<file path="config.mk">
export PLATFORM = sky130hd
export DESIGN_NAME = slvport_arb
export DESIGN_NICKNAME = d
export VERILOG_FILES = /design/src/rtl/slvarb_pkg.sv /design/src/rtl/slvarb_rr_pick.sv /design/src/rtl/slvarb_prio_pick.sv /design/src/rtl/slvarb_len_sel.sv /design/src/rtl/slvport_arb.sv
export SDC_FILE = /design/constraint.sdc
export NUM_CORES = 1
export LEC_CHECK = 0
export CELL_PAD_IN_SITES_DETAIL_PLACEMENT = 1
export CELL_PAD_IN_SITES_GLOBAL_PLACEMENT = 1
export CORE_ASPECT_RATIO = 1.5
export CORE_UTILIZATION = 40
export DETAILED_ROUTE_END_ITERATION = 10
export MAX_ROUTING_LAYER = met4
export PLACE_DENSITY = 0.92
export SLEW_MARGIN = 40
export SYNTH_ARGS = -nofsm -noshare
export SYNTH_HDL_FRONTEND = slang
export SYNTH_SLANG_ARGS = --single-unit
</file>
<file path="constraint.sdc">
create_clock -name clk -period 4.7 [get_ports clk]
set_input_delay 0.94 -clock clk [delete_from_list [all_inputs] [get_ports clk]]
set_output_delay 0.94 -clock clk [all_outputs]
set_load 0.05 [all_outputs]
</file>
<file path="src/rtl/slvarb_pkg.sv">
package slvarb_pkg;
   typedef enum logic [1:0] {
      UNIT_BEAT  = 2'd0,
      UNIT_BURST = 2'd1,
      UNIT_ASKED = 2'd2,
      UNIT_SPARE = 2'd3
   } unit_mode_e;
endpackage

</file>
<file path="src/rtl/slvarb_rr_pick.sv">
// Rotating pick: first candidate above last_i, else lowest candidate.
module slvarb_rr_pick #(
   parameter int NUM_MST = 4,
   parameter int IDX_W   = 2
) (
   input  logic [NUM_MST-1:0] cand_i,
   input  logic [IDX_W-1:0]   last_i,
   output logic [IDX_W-1:0]   pick_o
);
   logic [NUM_MST-1:0] up_mask;
   logic [NUM_MST-1:0] up_vec;
   logic [NUM_MST-1:0] src_vec;

   for (genvar i = 0; i < NUM_MST; i++) begin : g_mask
      assign up_mask[i] = (IDX_W'(i) > last_i);
   end

   assign up_vec  = cand_i & up_mask;
   assign src_vec = (up_vec != '0) ? up_vec : cand_i;

   always_comb begin
      pick_o = '0;
      for (int i = NUM_MST - 1; i >= 0; i--) begin
         if (src_vec[i]) pick_o = IDX_W'(i);
      end
   end
endmodule

</file>
<file path="src/rtl/slvarb_prio_pick.sv">
// Level-based pick with rotating tie break; also flags equal levels.
module slvarb_prio_pick #(
   parameter int NUM_MST      = 4,
   parameter int IDX_W        = 2,
   parameter int LVL_W        = 3,
   parameter int LOW_LVL_WINS = 1
) (
   input  logic [NUM_MST-1:0]       cand_i,
   input  logic [NUM_MST*LVL_W-1:0] lvl_i,
   input  logic [IDX_W-1:0]         last_i,
   output logic [IDX_W-1:0]         pick_o,
   output logic                     all_eq_o
);
   logic [LVL_W-1:0]   lvl_mn;
   logic [LVL_W-1:0]   lvl_mx;
   logic [LVL_W-1:0]   lvl_best;
   logic [NUM_MST-1:0] top_vec;

   always_comb begin
      lvl_mn = '1;
      lvl_mx = '0;
      for (int i = 0; i < NUM_MST; i++) begin
         if (cand_i[i]) begin
            if (lvl_i[i*LVL_W +: LVL_W] < lvl_mn) lvl_mn = lvl_i[i*LVL_W +: LVL_W];
            if (lvl_i[i*LVL_W +: LVL_W] > lvl_mx) lvl_mx = lvl_i[i*LVL_W +: LVL_W];
         end
      end
   end

   if (LOW_LVL_WINS != 0) begin : g_low
      assign lvl_best = lvl_mn;
   end else begin : g_high
      assign lvl_best = lvl_mx;
   end

   assign all_eq_o = (lvl_mn == lvl_mx);

   for (genvar i = 0; i < NUM_MST; i++) begin : g_top
      assign top_vec[i] = cand_i[i] && (lvl_i[i*LVL_W +: LVL_W] == lvl_best);
   end

   slvarb_rr_pick #(.NUM_MST(NUM_MST), .IDX_W(IDX_W)) u_tie (
      .cand_i (top_vec),
      .last_i (last_i),
      .pick_o (pick_o)
   );
endmodule

</file>
<file path="src/rtl/slvarb_len_sel.sv">
// Per-master unit length, stored as beats minus one (code 0 wraps to 16 beats).
module slvarb_len_sel
   import slvarb_pkg::*;
#(
   parameter int NUM_MST = 4,
   parameter int LEN_W   = 4
) (
   input  unit_mode_e               mode_i,
   input  logic [NUM_MST*LEN_W-1:0] burst_i,
   input  logic [NUM_MST*LEN_W-1:0] ask_i,
   output logic [NUM_MST*LEN_W-1:0] load_o
);
   for (genvar m = 0; m < NUM_MST; m++) begin : g_len
      always_comb begin
         unique case (mode_i)
            UNIT_BURST: load_o[m*LEN_W +: LEN_W] = burst_i[m*LEN_W +: LEN_W] - LEN_W'(1);
            UNIT_ASKED: load_o[m*LEN_W +: LEN_W] = ask_i[m*LEN_W +: LEN_W] - LEN_W'(1);
            default:    load_o[m*LEN_W +: LEN_W] = '0;
         endcase
      end
   end
endmodule

</file>
<file path="src/rtl/slvport_arb.sv">
module slvport_arb
   import slvarb_pkg::*;
#(
   parameter int NUM_MST      = 4,
   parameter int LVL_W        = 3,
   parameter int LEN_W        = 4,
   parameter int LOW_LVL_WINS = 1,
   localparam int IDX_W       = (NUM_MST > 1) ? $clog2(NUM_MST) : 1,
   localparam int CTL_W       = LVL_W + LEN_W
) (
   input  logic                     clk,
   input  logic                     rst_n,
   input  logic [NUM_MST-1:0]       req_i,
   input  logic [NUM_MST-1:0]       sel_i,
   input  logic [NUM_MST*CTL_W-1:0] addr_ctl_i,
   input  logic [NUM_MST*LEN_W-1:0] burst_code_i,
   input  logic [1:0]               unit_mode_i,
   input  logic                     lock_i,
   input  logic                     xfer_done_i,
   output logic [IDX_W-1:0]         owner_o,
   output logic                     no_port_o
);
   if (NUM_MST < 2) begin : g_bad_mst
      $error("slvport_arb: NUM_MST must be at least 2");
   end
   if (LVL_W < 1 || LEN_W < 1) begin : g_bad_w
      $error("slvport_arb: field widths must be positive");
   end

   logic [NUM_MST*LVL_W-1:0] lvl_flat;
   logic [NUM_MST*LEN_W-1:0] ask_flat;
   logic [NUM_MST*LEN_W-1:0] load_flat;
   logic [IDX_W-1:0]         rr_idx;
   logic [IDX_W-1:0]         pr_idx;
   logic [IDX_W-1:0]         win_idx;
   logic [LEN_W-1:0]         win_load;
   logic                     lvl_eq;
   logic                     any_req;
   logic [NUM_MST-1:0]       own_oh;

   logic [IDX_W-1:0] owner_q, owner_d;
   logic             np_q, np_d;
   logic [LEN_W-1:0] cnt_q, cnt_d;

   for (genvar m = 0; m < NUM_MST; m++) begin : g_fld
      assign lvl_flat[m*LVL_W +: LVL_W] = addr_ctl_i[m*CTL_W + LEN_W +: LVL_W];
      assign ask_flat[m*LEN_W +: LEN_W] = addr_ctl_i[m*CTL_W +: LEN_W];
   end

   slvarb_rr_pick #(.NUM_MST(NUM_MST), .IDX_W(IDX_W)) u_rr (
      .cand_i (req_i),
      .last_i (owner_q),
      .pick_o (rr_idx)
   );

   slvarb_prio_pick #(
      .NUM_MST(NUM_MST), .IDX_W(IDX_W), .LVL_W(LVL_W), .LOW_LVL_WINS(LOW_LVL_WINS)
   ) u_prio (
      .cand_i   (req_i),
      .lvl_i    (lvl_flat),
      .last_i   (owner_q),
      .pick_o   (pr_idx),
      .all_eq_o (lvl_eq)
   );

   slvarb_len_sel #(.NUM_MST(NUM_MST), .LEN_W(LEN_W)) u_len (
      .mode_i  (unit_mode_e'(unit_mode_i)),
      .burst_i (burst_code_i),
      .ask_i   (ask_flat),
      .load_o  (load_flat)
   );

   assign any_req  = |req_i;
   assign own_oh   = NUM_MST'(1) << owner_q;
   assign win_idx  = lvl_eq ? rr_idx : pr_idx;
   assign win_load = load_flat[win_idx*LEN_W +: LEN_W];

   always_comb begin
      owner_d = owner_q;
      np_d    = np_q;
      cnt_d   = cnt_q;
      if (!lock_i) begin
         if (np_q) begin
            if (any_req) begin
               owner_d = win_idx;
               np_d    = 1'b0;
               cnt_d   = win_load;
            end
         end else if (cnt_q == '0) begin
            if ((req_i & ~own_oh) == '0) begin
               np_d = !sel_i[owner_q];
            end else begin
               owner_d = win_idx;
               np_d    = 1'b0;
               cnt_d   = win_load;
            end
         end else if (xfer_done_i || !sel_i[owner_q]) begin
            if (any_req) begin
               owner_d = win_idx;
               np_d    = 1'b0;
               cnt_d   = win_load;
            end else begin
               np_d = 1'b1;
            end
         end else begin
            cnt_d = cnt_q - LEN_W'(1);
         end
      end
   end

   always_ff @(posedge clk or negedge rst_n) begin
      if (!rst_n) begin
         owner_q <= '0;
         np_q    <= 1'b1;
         cnt_q   <= '0;
      end else begin
         owner_q <= owner_d;
         np_q    <= np_d;
         cnt_q   <= cnt_d;
      end
   end

   assign owner_o   = owner_q;
   assign no_port_o = np_q;
endmodule

</file>
==> flow_metrics.tcl, run 1 <==
set metrics [dict create \
    row_count 35 \
    synth_ff_type "dfrtp_1" \
    grt-ovfl-total 10 \
    die_width_um 67.8 \
    syn-num-nets 431 \
    seq_area_frac_synth_pct 6.80 \
    grt_pass1_vias 4895 \
    cts_made_buffers 3 \
    grt_pass1_wl_um 28200 \
    postSynthAreaPerCell_um2 7.41 \
    ctsRootBufferMaster "clkbuf_8" \
    synthCells 350 \
    synth_top_area_cell "ha_1" \
    ys_seq_elements 7 \
    cts_buffer_depth 2 \
    h-tree-depth 1 \
    die_y_um 101 \
    yosys_warnings 0 \
    io_pins 61 \
    io_buffers 60 \
    synthArstFlopShare_pct 100 \
    grt_use_total_pct 59.7 \
    dp.cells 557 \
    hold_buffers 0 \
    stop_stage "global routing" \
    synth_top_cells_by_area "ha_1 11%, mux2i_1 8.1%, dfrtp_1 5.8%" \
    status "aborted with a tool error" \
    place_area_um2 3930 \
    start_util_pct 41.7 \
    synth_edf_count 0 \
    grt_max_degree 13 \
    synth_top_area_share_pct 11.1 \
    gp_congestion 0.973 \
    ys_types 75 \
    cts_sinks 7 \
    synthesis.area_um2 2590 \
    dp_hpwl_um 10100 \
    toolErrorMsg "[ERROR GRT-0116] Global routing finished with congestion. Check the congestion regions in the DRC Viewer." \
]
-- kinds of logic after synthesis --
family / count (synthesis) / share of synthesized area [%]
adders and majority gates: 23 / 11.1
xor gates and xnor gates: 17 / 6.46
DFF: 7 / 6.80
and+or+nand+nor: 135 / 27.4
AOI/OAI and AO/OA: 102 / 30.4
muxes: 27 / 11.8
buffers and inverters: 39 / 6.08
-- per-layer routing --
metal / global-route usage [%] / GRT overflow
met5: - / -
met4: 60.7 / 8
met3: 36.9 / 0
met2: 83.4 / 2
met1: 51.9 / 0
-- cell usage after synthesis (3+ instances only) --
cell	count
nor3_1	11
and3_1	4
o22ai_1	4
mux2i_1	21
nand2b_1	8
a221oi_1	3
dfrtp_1	6
o2111ai_1	5
a31oi_1	3
xor2_1	7
o211ai_1	8
and2_1	7
o21a_1	6
buf_2	4
o31ai_1	6
xnor2_1	9
nor2b_1	7
o21ai_1	4
ha_1	23
nor2_1	31
o21ai_0	12
clkbuf_1	6
nand3_1	26
inv_1	26
a21oi_1	17
a22oi_1	3
nand2_1	22
-- timing repair --
action,4_1_cts
buffers inserted,11
setup endpoints to repair,6
resized for setup,72
pin swaps,37
hold endpoints to repair,0
-- through the flow --
step	util, %	setup WS (ns)
floorplan	-	-0.996
global placement	63.1	-1.82
detailed placement	63.1	-2.03
CTS	68.2	-1.02
==> run 2: changes to the inputs <==
--- a/config.mk
+++ b/config.mk
@@ -5,13 +5,9 @@
 export SDC_FILE = /design/constraint.sdc
 export NUM_CORES = 1
 export LEC_CHECK = 0
-export CELL_PAD_IN_SITES_DETAIL_PLACEMENT = 1
-export CELL_PAD_IN_SITES_GLOBAL_PLACEMENT = 1
-export CORE_ASPECT_RATIO = 1.5
-export CORE_UTILIZATION = 40
+export CORE_UTILIZATION = 35
 export DETAILED_ROUTE_END_ITERATION = 10
-export MAX_ROUTING_LAYER = met4
-export PLACE_DENSITY = 0.92
+export PLACE_DENSITY_LB_ADDON = 0.15
 export SLEW_MARGIN = 40
 export SYNTH_ARGS = -nofsm -noshare
 export SYNTH_HDL_FRONTEND = slang
==> run 2 against run 1 <==
The flow now finishes, with violations (setup timing). Synthesized cell count stayed put. Synthesized area stayed put.
==> flow_metrics.tcl, run 2 <==
set metrics [dict create \
    crit_path_top_delay_cell "o31a_1" \
    top_register "cnt_q" \
    die_y_um 88.1 \
    ir_drop_uv 209 \
    syn-num-nets 431 \
    cp.arrival_ns 5.72 \
    seq_area_frac_synth_pct 6.80 \
    fin_crit_sh_pct 119 \
    status "complete, but fails checks" \
    vias_per_cell 5.27 \
    rsz0062_at_grt "yes" \
    cts_made_buffers 3 \
    dp_hpwl_um 7230 \
    io_pins 61 \
    grt_antenna_before_repair 0 \
    nets 587 \
    io_buffers 60 \
    synth_common_cells "31 x nor2_1, 26 x inv_1, 26 x nand3_1" \
    slew-limit-headroom_pct 57.3 \
    synth_top_family_by_area "compound AO/OA/AOI/OAI gates" \
    wl_per_cell_um 15.1 \
    start_util_pct 36.0 \
    setup_violations 6 \
    layout_commonest_cell "buf_4" \
    fmax_mhz 179 \
    grt_max_degree 13 \
    use_met2_pct 39.7 \
    ys_types 75 \
    dr_total_vias 3184 \
    fill_cells 669 \
    cap_viol_max_count 0 \
    final_cell_mix "100 x buf_4, 52 x clkdlybuf4s50_1, 30 x nor2_1" \
    synth_simple_gate_area_share_pct 27.4 \
    p_sw_mw 0.586 \
    cts_buffer_depth 2 \
    grt_use_total_pct 22.7 \
    synth_most_common_cell "nor2_1" \
    synth_mux_area_share_pct 11.8 \
    switching_share_pct 47.8 \
    ff2ff_path_depth 9 \
    grt-ovfl-total 0 \
    drc 0 \
    grt_pass1_vias 3066 \
    met3_usage_pct 2.07 \
    synth_fa_ha_area_share_pct 11.1 \
    combPwrFrac_pct 80.8 \
    grt_pass1_wl_um 14100 \
    synthArstFlopShare_pct 100 \
    synth-xor-area-share_pct 6.46 \
    final_util_pct 61.4 \
    cp.buffers_inverters 3 \
    clkPwrFrac_pct 7.6 \
    core-area_um2 7210 \
    failed_checks "setup timing" \
    synth_ff_type "dfrtp_1" \
    h-tree-depth 1 \
    crit_path_start_kind "input port" \
    finClkSkew_ns 0.00105 \
    crit_cells 24 \
    hp-class "flop to flop" \
    antenna_left 0 \
    synth_top_cells_by_area "ha_1 11%, mux2i_1 8.1%, dfrtp_1 5.8%" \
    first_pass_iters 4 \
    ctsRootBufferMaster "clkbuf_8" \
    power_frac_seq_pct 11.6 \
    row_count 31 \
    postSynthAreaPerCell_um2 7.41 \
    drive_above_1_share_pct 38.6 \
    diodes 0 \
    die_width_um 88.1 \
    gp_congestion 0.847 \
    worst_setup_path_end_kind "flop" \
    path_delay_family "compound AO/OA/AOI/OAI gates" \
    critPathRequiredTime_ns 4.82 \
    clock_latency_ns 0.24 \
    cts_tree "done" \
    synthesis.area_um2 2590 \
    grtUsageMet1_pct 31.0 \
    p_int_mw 0.639 \
    synth_top_area_share_pct 11.1 \
    hold_depth 2 \
    ys_seq_elements 7 \
    largest_register_ffs 4 \
    clk_pin_slew_ns 0.05 \
    yosys_warnings 0 \
    criticalPathCategory "input port to flop" \
    dieArea_um2 7760 \
    synth_compound_area_share_pct 30.4 \
    synthCells 350 \
    busiest_layer "met2" \
    cts_sinks 7 \
    finalWorstSetupSlack_ns -0.896 \
    power_mw 1.23 \
    slew_viol_final 0 \
    synth_top_area_cell "ha_1" \
    hold_viol 0 \
    synth_edf_count 0 \
    period_needed_ns 5.60 \
    p_per_area_nw_per_um2 277 \
    crit_chain "clkdlybuf4s15_2 -> and2_4 -> ha_2 -> nand3_2 -> o211ai_1 -> mux2i_1 -> ha_1 -> nor2b_4 -> o31a_1 -> a221oi_2 -> nor2_1 -> ha_1 -> a31oi_1 -> and2_4 -> o31ai_2 -> xor2_1 -> o21ai_2 -> buf_4 -> nor2_4 -> buf_6 -> a22o_4 -> mux2i_4 -> a311oi_2 -> a311o_1" \
    critPathMaxFanout 6 \
    syn2layout_area_growth_pct 70.8 \
    leakage_nw 1.92 \
    hold_buffers 0 \
    worst_pin_slew_ns 0.641 \
    cp_slowest_stage_delay_ns 0.36 \
    drt_iter0_drc 137 \
    drt-total-wl_um 9100 \
]
run 2: power groups by stage:
stage | Sequential, mW | Clock [mW] | Combinational [mW]
2_1_floorplan | 0.150 | 0 | 0.500
3_3_place_gp | 0.139 | 0 | 0.814
3_5_place_dp | 0.139 | 0 | 0.823
4_1_cts | 0.139 | 0.0916 | 0.887
5_1_grt | 0.146 | 0.0932 | 1.07
6_report | 0.142 | 0.0935 | 0.990
run 2: final cells by class:
type	count	area [um^2]	area share, %
Inverter	26	100	2.26
Sequential cell	7	176	3.98
Multi-Input combinational cell	304	2590	58.4
Timing Repair Buffer	164	1400	31.5
Clock buffer	4	45.0	1.02
Tap cell	99	124	2.80
run 2: cells by family (layout without fill, tap and decap cells):
family / Yosys count / after routing
and+or+nand+nor: 135 / 135
AOI/OAI and AO/OA: 102 / 102
buffers and inverters: 39 / 194
muxes: 27 / 27
adders and majority gates: 23 / 23
xor gates and xnor gates: 17 / 17
DFF: 7 / 7
run 2: metal layers:
metal  vias to the layer above  routed length, um
met1                      1486               4380
met3                         6                379
met5                         -                  0
met4                         0                 62
met2                        77               4280
li1                       1615                  -
run 2: what timing repair did:
| action | 4_1_cts | 5_1_grt |
|---|---|---|
| endpoints found under the setup margin | 6 | 6 |
| setup buffers | 9 | 7 |
| resized for setup | 60 | 36 |
| pin swaps | 22 | 22 |
run 2: worst paths after layout:
path | startpoint | to | slack (ns)
max in group asynchronous | rst_n | no_port_o | 3.44
min reg2reg | no_port_o | no_port_o | 0.49
max | addr_ctl_i[4] | cnt_q[0] | -0.90
min in group asynchronous | rst_n | cnt_q[1] | 0.96
max reg2reg | owner_o[0] | cnt_q[1] | 2.30
min | no_port_o | no_port_o | 0.49
run 2: worst register-to-register path: cells and delay by family, from the launching register on:
family                 cells  cell delay (ns)
flip-flops                 1             0.50
AO/OA/AOI/OAI              4             0.87
AND/OR/NAND/NOR            4             0.79
buffers and inverters      1             0.16
run 2: metrics by stage:
| step | instance area, um^2 | worst slack, ns | TNS (ns) | hold WS, ns | std cells |
|---|---|---|---|---|---|
| 2_1_floorplan | 2660 | -0.996 | -4.45 | 0.526 | 350 |
| 3_3_place_gp | 3970 | -1.87 | -9.91 | 0.478 | 584 |
| 3_5_place_dp | 3970 | -1.80 | -9.53 | 0.482 | 584 |
| 4_1_cts | 4220 | -0.832 | -4.03 | 0.490 | 597 |
| 5_1_grt | 4430 | -1.10 | -5.94 | 0.518 | 604 |
| 6_report | 4430 | -0.896 | -4.56 | 0.487 | 604 |
No activity file was read; power rests on OpenSTA's default activity.
==> run 3: changes to the inputs <==
--- a/config.mk
+++ b/config.mk
@@ -7,6 +7,7 @@
 export LEC_CHECK = 0
 export CORE_UTILIZATION = 35
 export DETAILED_ROUTE_END_ITERATION = 10
+export HOLD_SLACK_MARGIN = 0.1
 export PLACE_DENSITY_LB_ADDON = 0.15
 export SLEW_MARGIN = 40
 export SYNTH_ARGS = -nofsm -noshare
==> results of run 3 <==
Same layout as run 2: the final DEF is identical, and so are final timing and power.
==> run 4: changes to the inputs <==
--- a/config.mk
+++ b/config.mk
@@ -5,6 +5,7 @@
 export SDC_FILE = /design/constraint.sdc
 export NUM_CORES = 1
 export LEC_CHECK = 0
+export ABC_CLOCK_PERIOD_IN_PS = 4700
 export CORE_UTILIZATION = 35
 export DETAILED_ROUTE_END_ITERATION = 10
 export HOLD_SLACK_MARGIN = 0.1
==> results of run 4 <==
Same layout as run 2: the final DEF is identical, and so are final timing and power.
